**config.mk**
```make
export PLATFORM = sky130hd
export DESIGN_NAME = fuse_otp_ctrl
export DESIGN_NICKNAME = d
export VERILOG_FILES = /design/src/rtl/fuse_otp_pkg.sv /design/src/rtl/fuse_seq_ctrl.sv /design/src/rtl/fuse_array.sv /design/src/rtl/fuse_otp_ctrl.sv
export SDC_FILE = /design/constraint.sdc
export NUM_CORES = 2
export LEC_CHECK = 0
export ABC_AREA = 0
export ABC_CLOCK_PERIOD_IN_PS = 10600
export BUFFER_PORTS_ARGS = -buffer_cell sky130_fd_sc_hd__clkbuf_2
export CAP_MARGIN = 20
export CORE_MARGIN = 2
export CORE_UTILIZATION = 60
export CTS_CLUSTER_DIAMETER = 30
export DETAILED_ROUTE_END_ITERATION = 7
export HOLD_SLACK_MARGIN = 0.03
export PLACE_DENSITY_LB_ADDON = 0.08
export SETUP_SLACK_MARGIN = 0.1
export SYNTH_ARGS = -nofsm -noshare
export SYNTH_HDL_FRONTEND = slang
export SYNTH_SLANG_ARGS = --single-unit
export TNS_END_PERCENT = 100
```
**constraint.sdc**
```tcl
create_clock -name clk -period 10.6 [get_ports clk]
set_input_delay 0.53 -clock clk [delete_from_list [all_inputs] [get_ports clk]]
set_output_delay 0.53 -clock clk [all_outputs]
set_load 0.03 [all_outputs]
```
**src/rtl/fuse_otp_pkg.sv**
```systemverilog
package fuse_otp_pkg;

  localparam logic [15:0] KEY_PROG = 16'h5A5A;
  localparam logic [15:0] KEY_READ = 16'h5AA5;

  typedef enum logic [1:0] {
    OP_NONE = 2'd0,
    OP_READ = 2'd1,
    OP_PROG = 2'd2
  } fuse_op_e;

  // div occupies the top byte, setup the bottom byte
  typedef struct packed {
    logic [7:0] div;
    logic [7:0] hold;
    logic [7:0] setup;
  } fuse_timing_t;

  function automatic fuse_timing_t timing_for_mhz(input int mhz);
    fuse_timing_t t;
    if (mhz <= 26) begin
      t.setup = 8'd250; t.hold = 8'd255; t.div = 8'd52;
    end else if (mhz <= 40) begin
      t.setup = 8'd160; t.hold = 8'd255; t.div = 8'd80;
    end else begin
      t.setup = 8'd80;  t.hold = 8'd128; t.div = 8'd100;
    end
    return t;
  endfunction

endpackage

```
**src/rtl/fuse_seq_ctrl.sv**
```systemverilog
module fuse_seq_ctrl #(
  parameter int NBLK       = 4,
  parameter int WPB        = 8,
  parameter int BLK0_WORDS = 7,
  parameter int PER_W      = 9,
  localparam int BLK_W     = $clog2(NBLK),
  localparam int WRD_W     = $clog2(WPB)
) (
  input  logic             clk,
  input  logic             rst,
  input  logic             start,
  input  logic [PER_W-1:0] period,
  output logic             busy,
  output logic             word_done,
  output logic             last_done,
  output logic [BLK_W-1:0] blk,
  output logic [WRD_W-1:0] wrd
);

  logic [PER_W-1:0] cnt_q;
  logic [PER_W-1:0] per_eff;
  logic             busy_q;
  logic [BLK_W-1:0] blk_q;
  logic [WRD_W-1:0] wrd_q;
  logic             wrd_last;

  // a word needs at least two clocks: one to fetch, one to merge
  assign per_eff   = (period < PER_W'(2)) ? PER_W'(2) : period;
  assign wrd_last  = (blk_q == '0) ? (wrd_q == WRD_W'(BLK0_WORDS - 1))
                                   : (wrd_q == WRD_W'(WPB - 1));
  assign word_done = busy_q && (cnt_q == per_eff - PER_W'(1));
  assign last_done = word_done && wrd_last && (blk_q == BLK_W'(NBLK - 1));

  always_ff @(posedge clk) begin
    if (rst) begin
      busy_q <= 1'b0;
      cnt_q  <= '0;
      blk_q  <= '0;
      wrd_q  <= '0;
    end else if (!busy_q) begin
      if (start) begin
        busy_q <= 1'b1;
        cnt_q  <= '0;
        blk_q  <= '0;
        wrd_q  <= '0;
      end
    end else if (word_done) begin
      cnt_q <= '0;
      if (last_done) begin
        busy_q <= 1'b0;
      end else if (wrd_last) begin
        blk_q <= blk_q + BLK_W'(1);
        wrd_q <= '0;
      end else begin
        wrd_q <= wrd_q + WRD_W'(1);
      end
    end else begin
      cnt_q <= cnt_q + PER_W'(1);
    end
  end

  assign busy = busy_q;
  assign blk  = blk_q;
  assign wrd  = wrd_q;

  // the walk never visits the missing slot of block 0
  a_r9_blk0_span: assert property (@(posedge clk) disable iff (rst)
    (busy_q && blk_q == '0) |-> (wrd_q < WRD_W'(BLK0_WORDS)));

  // the word address stays put until its period completes
  a_r5_word_hold: assert property (@(posedge clk) disable iff (rst)
    (busy_q && !word_done) |=> ($stable(blk_q) && $stable(wrd_q)));

  // a start request while running does not restart the walk
  a_r10_no_restart: assert property (@(posedge clk) disable iff (rst)
    (busy_q && !word_done && start) |=> (cnt_q == $past(cnt_q) + PER_W'(1)));

endmodule

```
**src/rtl/fuse_array.sv**
```systemverilog
module fuse_array #(
  parameter int DEPTH = 32,
  parameter int DW    = 32,
  localparam int AW   = $clog2(DEPTH)
) (
  input  logic          clk,
  input  logic          rst,
  input  logic [AW-1:0] addr,
  input  logic          set_en,
  input  logic [DW-1:0] set_bits,
  output logic [DW-1:0] rd_data
);

  logic [DW-1:0] mem [DEPTH];
  logic [DW-1:0] rd_q;

  // a blank array is all zero; reset never touches it
  initial begin
    for (int i = 0; i < DEPTH; i++) mem[i] = '0;
  end

  always_ff @(posedge clk) begin
    rd_q <= mem[addr];
    if (set_en) mem[addr] <= rd_q | set_bits;
  end

  assign rd_data = rd_q;

  // a merge keeps every bit the word already had
  a_r6_bits_kept: assert property (@(posedge clk) disable iff (rst)
    set_en |=> ((mem[$past(addr)] & $past(rd_q)) == $past(rd_q)));

endmodule

```
**src/rtl/fuse_otp_ctrl.sv**
```systemverilog
module fuse_otp_ctrl
  import fuse_otp_pkg::*;
#(
  parameter int NBLK       = 4,
  parameter int WPB        = 8,
  parameter int BLK0_WORDS = 7,
  parameter int DW         = 32,
  parameter int AW         = 9,
  parameter int BUS_MHZ    = 80
) (
  input  logic          clk,
  input  logic          rst,
  input  logic          bus_we,
  input  logic [AW-1:0] bus_addr,
  input  logic [DW-1:0] bus_wdata,
  output logic [DW-1:0] bus_rdata
);

  localparam int BLK_W      = $clog2(NBLK);
  localparam int WRD_W      = $clog2(WPB);
  localparam int IDX_W      = BLK_W + WRD_W;
  localparam int SLOTS      = NBLK * WPB;
  localparam int BANK_BYTES = SLOTS * 4;
  localparam int PER_W      = 9;
  localparam logic [AW-1:0] CFG_ADDR = AW'(2 * BANK_BYTES);
  localparam logic [AW-1:0] CMD_ADDR = AW'(2 * BANK_BYTES + 4);
  localparam logic [AW-1:0] TIM_ADDR = AW'(2 * BANK_BYTES + 8);

  logic [DW-1:0] wd_q [SLOTS];
  logic [DW-1:0] rb_q [SLOTS];
  logic [15:0]   cfg_q;
  fuse_op_e      cmd_q;
  fuse_timing_t  tim_q;
  logic [SLOTS-1:0] slot_ok;

  logic             busy, word_done, last_done;
  logic [BLK_W-1:0] blk;
  logic [WRD_W-1:0] wrd;
  logic [IDX_W-1:0] walk_idx;
  logic [DW-1:0]    arr_rd;
  logic [PER_W-1:0] period;

  logic [IDX_W-1:0] a_slot;
  logic in_wd, in_rb, cmd_wr, go_prog, go_read;

  // slots beyond the end of a short block do not exist
  for (genvar s = 0; s < SLOTS; s++) begin : g_slot
    assign slot_ok[s] = ((s / WPB) != 0) || ((s % WPB) < BLK0_WORDS);
  end

  assign a_slot  = bus_addr[IDX_W+1:2];
  assign in_wd   = bus_addr[AW-1:IDX_W+2] == (AW-IDX_W-2)'(0);
  assign in_rb   = bus_addr[AW-1:IDX_W+2] == (AW-IDX_W-2)'(1);
  assign cmd_wr  = bus_we && !busy && (bus_addr == CMD_ADDR);
  assign go_prog = cmd_wr && (bus_wdata == DW'(OP_PROG)) && (cfg_q == KEY_PROG);
  assign go_read = cmd_wr && (bus_wdata == DW'(OP_READ)) && (cfg_q == KEY_READ);

  assign walk_idx = {blk, wrd};
  assign period   = {1'b0, tim_q.setup} + {1'b0, tim_q.hold};

  fuse_seq_ctrl #(
    .NBLK(NBLK), .WPB(WPB), .BLK0_WORDS(BLK0_WORDS), .PER_W(PER_W)
  ) i_seq (
    .clk(clk), .rst(rst), .start(go_prog || go_read), .period(period),
    .busy(busy), .word_done(word_done), .last_done(last_done),
    .blk(blk), .wrd(wrd)
  );

  fuse_array #(.DEPTH(SLOTS), .DW(DW)) i_array (
    .clk(clk), .rst(rst), .addr(walk_idx),
    .set_en(word_done && cmd_q == OP_PROG),
    .set_bits(wd_q[walk_idx]),
    .rd_data(arr_rd)
  );

  // control registers
  always_ff @(posedge clk) begin
    if (rst) begin
      cfg_q <= '0;
      cmd_q <= OP_NONE;
      tim_q <= timing_for_mhz(BUS_MHZ);
    end else begin
      if (bus_we && !busy && bus_addr == CFG_ADDR) cfg_q <= bus_wdata[15:0];
      if (bus_we && !busy && bus_addr == TIM_ADDR) tim_q <= fuse_timing_t'(bus_wdata[23:0]);
      if (go_prog)        cmd_q <= OP_PROG;
      else if (go_read)   cmd_q <= OP_READ;
      else if (last_done) cmd_q <= OP_NONE;
    end
  end

  // staging bank
  always_ff @(posedge clk) begin
    if (rst || (last_done && cmd_q == OP_PROG)) begin
      for (int s = 0; s < SLOTS; s++) wd_q[s] <= '0;
    end else if (bus_we && !busy && in_wd && slot_ok[a_slot]) begin
      wd_q[a_slot] <= bus_wdata;
    end
  end

  // read-back bank
  always_ff @(posedge clk) begin
    if (rst) begin
      for (int s = 0; s < SLOTS; s++) rb_q[s] <= '0;
    end else if (word_done && cmd_q == OP_READ) begin
      rb_q[walk_idx] <= arr_rd;
    end
  end

  // registered read port
  always_ff @(posedge clk) begin
    if (rst)                          bus_rdata <= '0;
    else if (in_wd)                   bus_rdata <= wd_q[a_slot];
    else if (in_rb)                   bus_rdata <= rb_q[a_slot];
    else if (bus_addr == CFG_ADDR)    bus_rdata <= DW'(cfg_q);
    else if (bus_addr == CMD_ADDR)    bus_rdata <= DW'(cmd_q);
    else if (bus_addr == TIM_ADDR)    bus_rdata <= DW'(tim_q);
    else                              bus_rdata <= '0;
  end

  logic wd_any;
  always_comb begin
    wd_any = 1'b0;
    for (int s = 0; s < SLOTS; s++) wd_any = wd_any | (|wd_q[s]);
  end

  // the command register shows a code exactly while the walk runs
  a_r3_cmd_busy: assert property (@(posedge clk) disable iff (rst)
    busy |-> (cmd_q != OP_NONE));
  a_r3_cmd_idle: assert property (@(posedge clk) disable iff (rst)
    !busy |-> (cmd_q == OP_NONE));

  // a command that fails the key check leaves the sequencer idle
  a_r4_key_gate: assert property (@(posedge clk) disable iff (rst)
    (cmd_wr && !go_prog && !go_read) |=> !busy);

  // staging is empty after a program walk ends
  a_r7_wd_cleared: assert property (@(posedge clk) disable iff (rst)
    (last_done && cmd_q == OP_PROG) |=> !wd_any);

  // key and timing are frozen while running
  a_r10_cfg_frozen: assert property (@(posedge clk) disable iff (rst)
    busy |=> ($stable(cfg_q) && $stable(tim_q)));

endmodule

```
==> run metrics <==
status finished clean; TritonCTS buffer count just over 600; clock latency on the worst-skew pair approximately 1000 ps; clock root buffer master clkbuf_16; Tmin final roughly 7500 ps; final net count around 9,500; GR Overflow Total 0; commonest non-fill, non-tap cell in the layout edfxtp_1; Crit Path Category reg -> reg; ratio of cells with drive above 1 in the final layout 0.252; Hold Buf Count CTS 18; CTS H-Tree Depth 6; DRC errors left 0; GRT Total Usage 0.412; final core utilization 0.709; Hold/Removal Path Class in -> reg; initial antenna violation count 31; first-pass GRT wire length between 700,000 and 800,000 µm; via-per-instance ratio about 7.7; routed wire length 514,000 µm; Avg Cell Area, Syn around 15 µm²; Die Wd between 400 and 500 µm; Clock Pin Slew Worst Setup and Hold Paths about 50 ps; arrival time at the worst endpoint 8140 ps; Slew @ Worst Pin 1370 ps; main flop type after synthesis edfxtp_1; area of the mapped netlist roughly 150,000 µm²; Critical Path End wd_q[22][9]; reg-to-reg slack, setup 3110 ps; DR iter-0 viols about 18,000; Core Region around 240,000 µm²; r2r worst-path depth 19; CP required 11,250 ps; Final Hold Vio Count 0; asr flop ratio synth 0; ANT nets after route 0; register bit total from synthesis approximately 3,200; max cap viols 0; area share of the largest cell type after synthesis 0.633; endpoints failing setup 0; reg2reg start tim_q[8]; clk buf depth 4; critical path capture point type register; commonest cells after routing, fill and taps aside edfxtp_1, nor4_1, mux4_2; WL per Instance approximately 39 µm; Die H 497 µm; Synth area leaders edfxtp_1, mux4_2, nor4_1; DIE AREA approximately 250,000 µm²; number of flops mapped to enable cells by yosys roughly 3,000; vias in the first global route roughly 100,000; final period utilization 0.707; post-synth top area cell edfxtp_1; Max rail drop VDD 0.165 mV; Detail Placement HPWL about 270,000 µm; IO buf count 75; unrepaired setup endpoints after global routing false; largest net degree at the start of global routing between 200 and 300; critical-path maximum fanout ~200; leakage slightly above 50 nW; Site Rows between 150 and 200; Initial Util 0.605; setup_tns 0 ps; clock sink count about 3,200; CP Launch Point tim_q[8]; reg2reg end wd_q[22][9]; post-CTS resize count 0; # IOs 76; post-synthesis sequential area ratio 0.649; Critical Path Source Type register; Synth cell types 74; Syn-to-layout area delta 17.3%; CTS tree done; Mapped Cells around 9,400; Vias between 100k and 150k; Max Clock Freq roughly 130 MHz; drt pass-1 iters 6; Synth Warn # 0; # Post-CTS Setup Buffers 0; worst clock skew 49.8 ps; Pwr Density ~210 nW/µm²; Routability Congestion slightly above 0.9; relative slew slack 0.0797; fin. max-slew vios 0
==> report_power, final <==
group	internal, mW	switching, mW
combinational	0.566	1.27
sequential	14.2	0.163
clock	12.9	6.58
==> worst max-delay path: stages, from the launching register on <==
cell	delay, ps
dfxtp_1	360
ha_1	210
inv_1	60
fa_1	420
xor2_1	290
nand2_1	140
o21bai_1	210
or3b_1	360
or4_1	610
and2_1	220
ha_1	220
o211ai_1	130
nor2b_1	200
a21o_1	110
a22oi_1	80
or4_1	730
o41a_4	860
inv_8	770
buf_12	700
nor4_1	150
==> cell families after synthesis <==
logic type,count (synthesis),share of synthesized area
flip-flops,3193,0.649
AND/OR/NAND/NOR,3119,0.110
multiplexers,1269,0.172
buffers and inverters,1084,0.0302
AO/OA/AOI/OAI,724,0.0349
adder cells (fa/ha/maj),19,0.00168
XOR/XNOR,16,0.00115
other,1,0.0000257
==> worst min-delay path by stage <==
stage | depth (start not counted) | slack (ps) | startpoint | endpoint
finish | 3 | 100 | bus_wdata[24] | wd_q[31][24]
global placement | 2 | 440 | tim_q[16] | tim_q[16]
detailed placement | 2 | 460 | tim_q[19] | tim_q[19]
global route | 3 | 50 | bus_wdata[13] | cfg_q[13]
floorplan | 2 | 440 | tim_q[16] | tim_q[16]
CTS | 3 | 30 | bus_wdata[13] | cfg_q[13]
==> sequential cells by signal, summed over array words and instances (netlist names) <==
signal / cells
tim_q: 24
i_seq.busy: 1
i_seq.cnt_q: 9
rb_q: 1024
wd_q: 1024
i_array.rd_data: 32
cmd_q: 2
bus_rdata: 32
i_seq.blk: 2
i_seq.wrd: 3
i_array.mem: 1024
cfg_q: 16
==> synth_stat cells, types with 6 or more instances <==
master and count:
edfxtp_1 3072, nor4_1 1267, mux4_2 992, nand2_1 807, clkbuf_1 780, nor3_1 548, nor2_1 324, mux2i_1 268
buf_1 178, a21oi_1 159, o221ai_1 147, a22oi_1 122, dfxtp_1 121, o21ai_0 99, buf_2 77, nand3_1 37
nand3b_1 34, o22ai_1 32, buf_6 30, o31ai_1 28, a22o_1 21, nor2b_1 21, a221oi_1 19, ha_1 18
a2111oi_0 17, nand2b_1 16, nand4_1 15, o211ai_1 15, inv_1 14, and2_1 11, xnor2_1 10, mux2_2 9
a211oi_1 7, a311oi_1 6, a31o_2 6, and3_1 6, nor4b_1 6
==> final cells by class <==
type,count,area (µm²)
tap,3185,3990
clock buffer,733,16400
clock inverter,381,4350
antenna,16,40.0
inverter,18,104
sequential,3193,94700
fill,15324,70000
multi-input combinational,5179,48000
timing repair buffer,395,3390
==> stage by stage <==
step	worst slack, ps	area, µm²	hold WS, ps	cells	power [mW]
after floorplan	2650	146000	437	9456	15.5
after global placement	3310	150000	442	11929	16.3
after detailed placement	3370	150000	457	11933	16.3
after CTS	3310	171000	30.5	13065	35.6
after global routing	2820	171000	53.4	13091	36.3
final	3110	171000	96.4	13100	35.7
==> per-layer routing <==
metal	wire, µm	track usage	share of wire	vias to the layer above
li1	-	-	-	39165
met1	169000	0.544	0.33	50907
met2	225000	0.589	0.44	9291
met3	82900	0.146	0.16	1761
met4	36100	0.255	0.070	28
met5	231	0.00174	0.00045	-
Power figures use the tool's default switching activity.
